## config.mk

```make
export PLATFORM = sky130hd
export DESIGN_NAME = ata_chan_seq
export DESIGN_NICKNAME = d
export VERILOG_FILES = /design/src/rtl/ata_seq_pkg.sv /design/src/rtl/ata_pio_ctl.sv /design/src/rtl/ata_udma_ctl.sv /design/src/rtl/ata_chan_seq.sv
export SDC_FILE = /design/constraint.sdc
export NUM_CORES = 1
export LEC_CHECK = 0
export BUFFER_PORTS_ARGS = -buffer_cell sky130_fd_sc_hd__buf_4
export CORE_ASPECT_RATIO = 0.9
export CORE_UTILIZATION = 49
export DETAILED_ROUTE_END_ITERATION = 10
export PLACE_DENSITY = 0.8
export SYNTH_ARGS = -nofsm -noshare
export SYNTH_HDL_FRONTEND = slang
export SYNTH_SLANG_ARGS = --single-unit
export TNS_END_PERCENT = 100
```

## constraint.sdc

```tcl
create_clock -name clk_i -period 2 [get_ports clk_i]
set_input_delay 0.2 -clock clk_i [delete_from_list [all_inputs] [get_ports clk_i]]
set_output_delay 0.2 -clock clk_i [all_outputs]
set_load 0.03 [all_outputs]
```

## src/rtl/ata_seq_pkg.sv

```systemverilog
package ata_seq_pkg;
  typedef enum logic [1:0] {P_IDLE, P_ACT, P_REC} pio_st_e;
  typedef enum logic [1:0] {D_IDLE, D_WREQ, D_RUN, D_STOP} dma_st_e;

  typedef struct packed {
    logic       rd_n;
    logic       wr_n;
    logic [1:0] cs_n;
    logic [2:0] addr;
    logic       dack_n;
    logic       oe;
  } bus_t;

  localparam bus_t BUS_IDLE = '{rd_n: 1'b1, wr_n: 1'b1, cs_n: 2'b11,
                                addr: 3'd0, dack_n: 1'b1, oe: 1'b0};
endpackage

```

## src/rtl/ata_pio_ctl.sv

```systemverilog
module ata_pio_ctl
  import ata_seq_pkg::*;
#(
  parameter int DW = 16,
  parameter int TW = 4
) (
  input  logic          clk_i,
  input  logic          rst_ni,
  input  logic          start_i,
  input  logic          wr_i,
  input  logic          cs_i,
  input  logic [2:0]    addr_i,
  input  logic [DW-1:0] wdata_i,
  input  logic [TW-1:0] act_i,
  input  logic [TW-1:0] rec_i,
  input  logic [DW-1:0] data_i,
  output logic          idle_o,
  output logic          done_o,
  output logic [DW-1:0] rdata_o,
  output logic [DW-1:0] wdata_o,
  output bus_t          bus_o
);
  pio_st_e       st_q;
  logic          wr_q, cs_q, done_q;
  logic [2:0]    addr_q;
  logic [DW-1:0] wdata_q, rdata_q;
  logic [TW-1:0] tcnt_q, rec_q;

  // programmed width minus one, zero clamps to a single clock
  function automatic logic [TW-1:0] width_m1(input logic [TW-1:0] v);
    return (v == '0) ? '0 : v - TW'(1);
  endfunction

  always_ff @(posedge clk_i or negedge rst_ni) begin
    if (!rst_ni) begin
      st_q    <= P_IDLE;
      wr_q    <= 1'b0;
      cs_q    <= 1'b0;
      addr_q  <= '0;
      wdata_q <= '0;
      rdata_q <= '0;
      tcnt_q  <= '0;
      rec_q   <= '0;
      done_q  <= 1'b0;
    end else begin
      done_q <= 1'b0;
      unique case (st_q)
        P_IDLE: if (start_i) begin
          st_q    <= P_ACT;
          wr_q    <= wr_i;
          cs_q    <= cs_i;
          addr_q  <= addr_i;
          wdata_q <= wdata_i;
          tcnt_q  <= width_m1(act_i);
          rec_q   <= width_m1(rec_i);
        end
        P_ACT: if (tcnt_q == '0) begin
          st_q   <= P_REC;
          tcnt_q <= rec_q;
          if (!wr_q) rdata_q <= data_i;  // strobe rises at this edge
        end else begin
          tcnt_q <= tcnt_q - TW'(1);
        end
        P_REC: if (tcnt_q == '0) begin
          st_q   <= P_IDLE;
          done_q <= 1'b1;
        end else begin
          tcnt_q <= tcnt_q - TW'(1);
        end
        default: st_q <= P_IDLE;
      endcase
    end
  end

  always_comb begin
    bus_o = BUS_IDLE;
    if (st_q != P_IDLE) begin
      bus_o.cs_n = cs_q ? 2'b01 : 2'b10;
      bus_o.addr = addr_q;
      bus_o.oe   = wr_q;
      bus_o.rd_n = !(st_q == P_ACT && !wr_q);
      bus_o.wr_n = !(st_q == P_ACT && wr_q);
    end
  end

  assign idle_o  = (st_q == P_IDLE);
  assign done_o  = done_q;
  assign rdata_o = rdata_q;
  assign wdata_o = wdata_q;
endmodule

```

## src/rtl/ata_udma_ctl.sv

```systemverilog
module ata_udma_ctl
  import ata_seq_pkg::*;
#(
  parameter int DW = 16,
  parameter int XW = 16
) (
  input  logic          clk_i,
  input  logic          rst_ni,
  input  logic          start_i,
  input  logic          write_i,
  input  logic          pause_i,
  input  logic          stop_i,
  input  logic [DW-1:0] wdata_i,
  input  logic          drv_req_i,
  input  logic          drv_strb_i,
  input  logic [DW-1:0] data_i,
  output logic          idle_o,
  output logic          done_o,
  output logic [DW-1:0] rdata_o,
  output logic [DW-1:0] word_o,
  output logic [XW-1:0] cnt_o,
  output bus_t          bus_o
);
  dma_st_e       st_q;
  logic          dir_wr_q, strb_q, ds_q, done_q, active;
  logic [DW-1:0] word_q, rdata_q;
  logic [XW-1:0] cnt_q;

  always_ff @(posedge clk_i or negedge rst_ni) begin
    if (!rst_ni) begin
      st_q     <= D_IDLE;
      dir_wr_q <= 1'b0;
      strb_q   <= 1'b1;
      ds_q     <= 1'b0;
      done_q   <= 1'b0;
      word_q   <= '0;
      rdata_q  <= '0;
      cnt_q    <= '0;
    end else begin
      done_q <= 1'b0;
      ds_q   <= drv_strb_i;
      unique case (st_q)
        D_IDLE: if (start_i) begin
          st_q     <= D_WREQ;
          dir_wr_q <= write_i;
          strb_q   <= 1'b1;
          cnt_q    <= '0;
        end
        D_WREQ: if (drv_req_i) st_q <= D_RUN;
        D_RUN: begin
          if (stop_i) begin
            st_q <= D_STOP;
          end else if (dir_wr_q) begin
            if (!pause_i) begin
              strb_q <= ~strb_q;
              word_q <= wdata_i;
              cnt_q  <= cnt_q + XW'(1);
            end
          end else if (drv_strb_i != ds_q) begin
            rdata_q <= data_i;
            cnt_q   <= cnt_q + XW'(1);
          end
        end
        D_STOP: if (!drv_req_i) begin
          st_q   <= D_IDLE;
          done_q <= 1'b1;
        end
      endcase
    end
  end

  assign active = (st_q == D_RUN) || (st_q == D_STOP);

  always_comb begin
    bus_o = BUS_IDLE;
    if (active) begin
      bus_o.dack_n = 1'b0;
      bus_o.wr_n   = (st_q != D_STOP);
      bus_o.oe     = dir_wr_q;
      bus_o.rd_n   = dir_wr_q ? strb_q : ((st_q == D_STOP) || pause_i);
    end
  end

  assign idle_o  = (st_q == D_IDLE);
  assign done_o  = done_q;
  assign rdata_o = rdata_q;
  assign word_o  = word_q;
  assign cnt_o   = cnt_q;
endmodule

```

## src/rtl/ata_chan_seq.sv

```systemverilog
module ata_chan_seq
  import ata_seq_pkg::*;
#(
  parameter int DW = 16,
  parameter int TW = 4,
  parameter int XW = 16
) (
  input  logic          clk_i,
  input  logic          rst_ni,
  input  logic          pwr_down_i,
  input  logic          req_valid_i,
  input  logic          req_write_i,
  input  logic          req_cs_i,
  input  logic [2:0]    req_addr_i,
  input  logic [DW-1:0] req_wdata_i,
  input  logic [TW-1:0] act_cnt_i,
  input  logic [TW-1:0] rec_cnt_i,
  input  logic          dma_start_i,
  input  logic          dma_write_i,
  input  logic          dma_pause_i,
  input  logic          dma_stop_i,
  input  logic [DW-1:0] dma_wdata_i,
  input  logic          drv_req_i,
  input  logic          drv_strb_i,
  input  logic [DW-1:0] data_i,
  output logic          rd_strb_n_o,
  output logic          wr_strb_n_o,
  output logic [1:0]    cs_n_o,
  output logic [2:0]    addr_o,
  output logic          dack_n_o,
  output logic [DW-1:0] data_o,
  output logic          data_oe_o,
  output logic          done_o,
  output logic [DW-1:0] rdata_o,
  output logic [XW-1:0] xfer_cnt_o
);
  logic          pio_idle, dma_idle, both_idle, pio_go, dma_go;
  logic          pio_done, dma_done;
  logic [DW-1:0] pio_rdata, pio_wdata, dma_rdata, dma_word;
  logic [XW-1:0] dma_cnt;
  bus_t          pio_bus, dma_bus, bus_sel;

  assign both_idle = pio_idle && dma_idle;
  assign pio_go    = both_idle && !pwr_down_i && req_valid_i;
  assign dma_go    = both_idle && !pwr_down_i && !req_valid_i && dma_start_i;

  ata_pio_ctl #(.DW(DW), .TW(TW)) u_pio (
    .clk_i   (clk_i),
    .rst_ni  (rst_ni),
    .start_i (pio_go),
    .wr_i    (req_write_i),
    .cs_i    (req_cs_i),
    .addr_i  (req_addr_i),
    .wdata_i (req_wdata_i),
    .act_i   (act_cnt_i),
    .rec_i   (rec_cnt_i),
    .data_i  (data_i),
    .idle_o  (pio_idle),
    .done_o  (pio_done),
    .rdata_o (pio_rdata),
    .wdata_o (pio_wdata),
    .bus_o   (pio_bus)
  );

  ata_udma_ctl #(.DW(DW), .XW(XW)) u_dma (
    .clk_i      (clk_i),
    .rst_ni     (rst_ni),
    .start_i    (dma_go),
    .write_i    (dma_write_i),
    .pause_i    (dma_pause_i),
    .stop_i     (dma_stop_i),
    .wdata_i    (dma_wdata_i),
    .drv_req_i  (drv_req_i),
    .drv_strb_i (drv_strb_i),
    .data_i     (data_i),
    .idle_o     (dma_idle),
    .done_o     (dma_done),
    .rdata_o    (dma_rdata),
    .word_o     (dma_word),
    .cnt_o      (dma_cnt),
    .bus_o      (dma_bus)
  );

  always_comb begin
    if (!pio_idle)      bus_sel = pio_bus;
    else if (!dma_idle) bus_sel = dma_bus;
    else                bus_sel = BUS_IDLE;
    if (pwr_down_i)     bus_sel = BUS_IDLE;
  end

  assign rd_strb_n_o = bus_sel.rd_n;
  assign wr_strb_n_o = bus_sel.wr_n;
  assign cs_n_o      = bus_sel.cs_n;
  assign addr_o      = bus_sel.addr;
  assign dack_n_o    = bus_sel.dack_n;
  assign data_oe_o   = bus_sel.oe;
  assign data_o      = pio_idle ? dma_word : pio_wdata;
  assign done_o      = pio_done || dma_done;
  assign rdata_o     = pio_done ? pio_rdata : dma_rdata;
  assign xfer_cnt_o  = pio_done ? XW'(1) : dma_cnt;
endmodule

```

After elaboration in Yosys (flattened, before gate mapping)
Cells that the tools add are included.

word-level totals
  register bits after elaboration = 102
  input port bits = 71
  word-level logic and storage cells = 121

cells by class
  add/subtract/negate cells = 4
  eq/ne operators = 20
  mux-type cells = 42
  bitwise operators = 5
  reductions and logical operators = 33

operator list
  operator                                          number
  two-way mux 16 bit                                8
  case mux 16 bit (2 select lines)                  1
  two-way mux 9 bit                                 3
  two-way mux 2 bit                                 10
  two-way mux 4 bit                                 5
  adder 16 x 1 -> 16 bit, second input constant     1
  != test 2 bit, second input constant              7
  logical NOT 4 bit                                 3
  case mux 4 bit (3 select lines)                   1
  AND reduction 4 bit                               3
  subtractor 4 x 1 -> 4 bit, second input constant  3
  two-way mux 1 bit                                 10
  != test 2 x 1 -> 1 bit, second input constant     5
  AND reduction 5 bit                               2
  AND reduction 3 bit                               3
  case mux 2 bit (4 select lines)                   1
  logical AND 1 bit                                 7
  two-way mux 7 bit                                 1
  == test 2 bit, second input constant              3
  case mux 2 bit (3 select lines)                   1
  logical NOT 1 bit                                 5
  inverter 1 bit                                    5
  == test 2 x 1 -> 1 bit, second input constant     2
  logical NOT 2 bit                                 2
  other kinds (8)                                   12

Logic depth before layout (Yosys ltp)
  depth in word-level cells = 7
  depth in mapped cells = 9
  depth with buffers taken out = 6

By module
A second synthesis with hierarchy kept.

second synthesis, totals
  cell total of the unflattened synthesis = 492
  area total of the unflattened synthesis = 5,664.2 µm²

modules (own cells, without submodules)
  module        times used  cells each  area an instance (µm²)  sequential area each (µm²)
  ata_udma_ctl  1           233         2,747.6                 1,352.5
  ata_pio_ctl   1           177         2,215.9                 1,201.2
  ata_chan_seq  1           82          700.7                   0.0

Worst setup path after synthesis
OpenSTA, ideal clock, no wires.

  path kind = register -> output
  from = register u_pio.st_q[0]
  to = output data_oe_o
  data arrival time = 2,058 ps
  data required time = 1,800 ps
  setup slack = -258 ps
  stages on the path, launching flop included = 7
  buffers on the path = 1
  path through = dfrtp_1 > inv_1 > ha_1 > buf_4 > nor2b_1 > o211ai_1 > o21ai_0

on the way
  word-level cells in the longest chain between the ends = 4
  elaborated cells between the ends (all ways) = 5
  classes of those cells = mux: 3; reduce/logical: 2

RTL lines
  element                 line                RTL
  from (decl)             ata_pio_ctl.sv:23   pio_st_e st_q;
  from (signal assigned)  ata_pio_ctl.sv:36   st_q <= P_IDLE;
  from (signal assigned)  ata_pio_ctl.sv:49   st_q <= P_ACT;
  from (signal assigned)  ata_pio_ctl.sv:58   st_q <= P_REC;
  nonzero test 2 bit      ata_pio_ctl.sv:77   if (st_q != P_IDLE) begin
  two-way mux 1 bit       ata_pio_ctl.sv:77
  two-way mux 9 bit (*)   ata_chan_seq.sv:85  if (!pio_idle) bus_sel = pio_bus;
  two-way mux 9 bit (*)   ata_chan_seq.sv:88  if (pwr_down_i) bus_sel = BUS_IDLE;
  to (decl)               ata_chan_seq.sv:32  output logic data_oe_o,

Every way passes the cells marked *; elsewhere a longest branch is shown, timed or not.

Worst setup path in the final report
  from = register u_dma.st_q[0]
  to = output rd_strb_n_o

on the way
  word-level cells in the longest chain between the ends = 7
  elaborated cells between the ends (all ways) = 10
  classes of those cells = eq/ne: 2; mux: 5; reduce/logical: 3

RTL lines
  element                 line                                    RTL
  from (decl)             ata_udma_ctl.sv:24                      dma_st_e st_q;
  from (signal assigned)  ata_udma_ctl.sv:31                      st_q <= D_IDLE;
  from (signal assigned)  ata_udma_ctl.sv:44                      st_q <= D_WREQ;
  from (signal assigned)  ata_udma_ctl.sv:49                      D_WREQ: if (drv_req_i) st_q <= D_RUN;
  == test 2 bit           ata_udma_ctl.sv:72, ata_udma_ctl.sv:80
  logical OR 1 bit        ata_udma_ctl.sv:80                      bus_o.rd_n = dir_wr_q ? strb_q : ((st_q == D_STOP) || pause_i);
  two-way mux 1 bit       ata_udma_ctl.sv:80
  two-way mux 2 bit       ata_udma_ctl.sv:76                      if (active) begin
  two-way mux 9 bit (*)   ata_chan_seq.sv:86                      else if (!dma_idle) bus_sel = dma_bus;
  two-way mux 9 bit (*)   ata_chan_seq.sv:85
  two-way mux 9 bit (*)   ata_chan_seq.sv:88
  to (decl)               ata_chan_seq.sv:26                      output logic rd_strb_n_o,

Marked as above.

==> results.toml <==
[placed_design]
postPlaceCellArea_um2 = 6670
dp_hpwl_mm = 9.06
globalplace.congestion = 0.878
io_buffers = 128
pre_cts_slack_ps = -96.4

[sta]
relSlewSlack = 0.630
fin_crit_sh = 1.06
finalSetupViolations = 2
fin_crit_ps = 2120
rsz0062_at_grt = "true"
final-hold-violation-count = 0
setup_ws_ps = -123
fmax_mhz = 471
worstMarginPinSlew_ps = 552
maxSlewViolCount = 0
tns_ps = -127
fin_skew_ps = 5.84

[grt]
track_usage = 0.240
grt_pass1_vias = 4425
grt_max_degree = 71
antenna_found_initial = 0
grt.overflow.total = 0
grt_pass1_wl_mm = 21.4

[yosys]
synth_mux_area_frac = 0.230
yosysMostFrequentCell = "mux2_2"
synth_edf_count = 0
yosys.area_share.simple = 0.136
synth_nets = 544
yosys_warnings = 0
synth_cell_types = 55
async_flop_share = 1.00
yosysSeqAreaShare = 0.477
syn_area_per_cell_um2 = 11.7
synthTopCellsByCount = "105 x mux2_2, 101 x dfrtp_1, 25 x nand2_1"
synthCells = 459
synth_top_area_share = 0.472
synth_top_family_by_area = "multiplexers"
synth_compound_area_frac = 0.0916
ys.flop_type = "dfrtp_1"
synth-adder-area-share = 0.0327
ys_ff_latch = 102
synth_area_leaders = "dfrtp_1 47%, mux2_2 22%, ha_1 3.3%, nor2b_1 2.3%, nand2_1 1.8%"
yosys.area.top_type = "dfrtp_1"
synthXorXnorAreaFrac = 0.00327
synth.cell_area_um2 = 5350

[route]
drt_wl_total_mm = 13.1
drcViolationCount = 6
via_count = 4233
wl_per_cell_um = 17.3
drt_iter0_markers = 193
dr.pass1.iters = 7
via_per_inst = 5.58
ant_nets = 0

[flow_run]
drv_cap = 0

[critical_path]
cp_data_required_time_ps = 1800
critPathKind = "reg2out"
cp-end-kind = "output pin"
path_max_fanout = 2
worstPathArrival_ps = 1920
crit_path_max_incr_delay_ps = 400
r2r_cells = 8
worst_setup_path_start_kind = "flip-flop"
cp_slowest_cell = "dfrtp_1"
worstPathCellList = "buf_6 -> ha_4 -> or3_1 -> o211ai_1 -> o2111a_1 -> o21bai_1 -> buf_4"

[finish]
diodes = 0
layout.nets = 710
layout-drive-gt1-share = 0.530
syn_to_final_growth_pct = 37.8
fin_area_um2 = 7380

[power]
power_density_nw_per_um2 = 1560
power_mw = 11.5
ir_drop_mv = 1.21
p_leak_nw = 3.42

[cts]
numCtsBuffers = 9
clock_latency_ps = 350
clock_path_buffers = 2
numClockSinks = 102
cts-root-buf = "clkbuf_16"
path_clk_slew_ps = 70
cts_tree = "yes"
htreeDepth = 3

[hold_path]
hp-class = "in2reg"
holdPathStages = 2

[floorplanning]
pin_count = 129
die_w_um = 112
design.die.area_um2 = 11300
die_y_um = 101
fp-row-count = 35
initial_core_util = 0.514
core_um2 = 10400

[status]
status = "finished, violations left"
violations = "design-rule violations, negative setup slack"
==> final timing paths <==
| check | startpoint | slack [ps] | to |
|---|---|---|---|
| setup reg to reg | u_pio.st_q[1] | 0 | u_pio.tcnt_q[2] |
| min in group asynchronous | rst_ni | 200 | u_dma.cnt_o[10] |
| hold reg to reg | u_pio.rec_q[2] | 480 | u_pio.rec_q[2] |
| hold / removal | drv_req_i | 40 | u_dma.done_o |
| max in group asynchronous | rst_ni | 1200 | u_dma.strb_q |
| setup / recovery | u_dma.st_q[0] | -120 | rd_strb_n_o |
==> stage by stage <==
step                hold slack (ps)  std cells   util
detailed placement             13.0        727  0.640
CTS                            24.6        751  0.689
global route                   27.4        759  0.708
floorplan                     -95.6        459      -
global placement               15.2        727  0.640
finish                         38.8        759  0.708
==> registers in the layout, summed over array words and instances (netlist names), 2 cells and up <==
register	flops
u_dma.cnt_o	16
u_pio.rec_q	4
u_dma.st_q	2
u_pio.wdata_o	16
u_pio.rdata_o	16
u_pio.tcnt_q	4
u_dma.word_o	16
u_dma.rdata_o	16
u_pio.st_q	2
u_pio.addr_q	3
==> timing repair <==
| action | in CTS | in global routing |
|---|---|---|
| pin swaps | 8 | 4 |
| endpoints found under the hold margin | 102 | 0 |
| buffers inserted | 6 | 7 |
| gates cloned | 0 | 2 |
| hold buffers | 2 | 0 |
| setup endpoints to repair | 38 | 57 |
| resized for setup | 33 | 23 |
==> layout by cell type, fill, tap and decap left out, types with 3 or more instances in the layout <==
cell type / n
o21ai_2: 3
o211ai_1: 4
nor3_2: 3
inv_1: 5
buf_4: 154
a21o_1: 3
nand2_1: 25
dfrtp_1: 101
o2111ai_1: 4
buf_6: 13
nand3_1: 7
ha_1: 9
buf_12: 6
o31ai_1: 10
clkbuf_16: 11
nand4_1: 3
o21ai_0: 14
nor3_1: 8
and2_1: 8
mux2i_1: 5
inv_2: 5
inv_8: 3
nor2b_1: 18
or4_1: 7
or2_2: 3
mux2_2: 104
ha_4: 5
a21oi_1: 16
nand2b_1: 5
and3_1: 4
nor2_1: 12
==> worst max-delay path: cells and delay by family (launching register included) <==
family	cells	cell delay [ps]
adder cells (fa/ha/maj)	1	150
buffers and inverters	2	300
AND/OR/NAND/NOR	1	300
AO/OA/AOI/OAI	3	420
flip-flops	1	400
==> cells by family (layout without fill, tap and decap cells) <==
| group | count (synthesis) | in the layout |
|---|---|---|
| muxes | 110 | 110 |
| adders and majority gates | 14 | 14 |
| buffers and inverters | 34 | 205 |
| DFF | 102 | 102 |
| and+or+nand+nor | 126 | 126 |
| xor gates and xnor gates | 2 | 2 |
| AOI/OAI and AO/OA | 71 | 71 |
==> final cells by class <==
class                           count  area (um2)
Clock buffer                        9         225
Clock inverter                      7        88.8
Fill cell                         714        3050
Multi-Input combinational cell    323        2790
Tap cell                          129         161
Timing Repair Buffer              178        1510
Sequential cell                   102        2550
Inverter                           11        46.3
==> power breakdown <==
part | internal [mW] | total [mW] | switching [mW]
clock | 1.00 | 1.84 | 0.840
combinational | 3.13 | 6.25 | 3.12
sequential | 2.92 | 3.44 | 0.516
total | 7.06 | 11.5 | 4.48
==> routing by layer <==
metal  up-vias  track usage  share of wire
met4         0       0.0615         0.0080
met5         -            0              0
met1      2057        0.283           0.41
li1       2007            -              -
met2       158        0.416           0.49
met3        11       0.0922          0.089
Power figures use the tool's default switching activity.
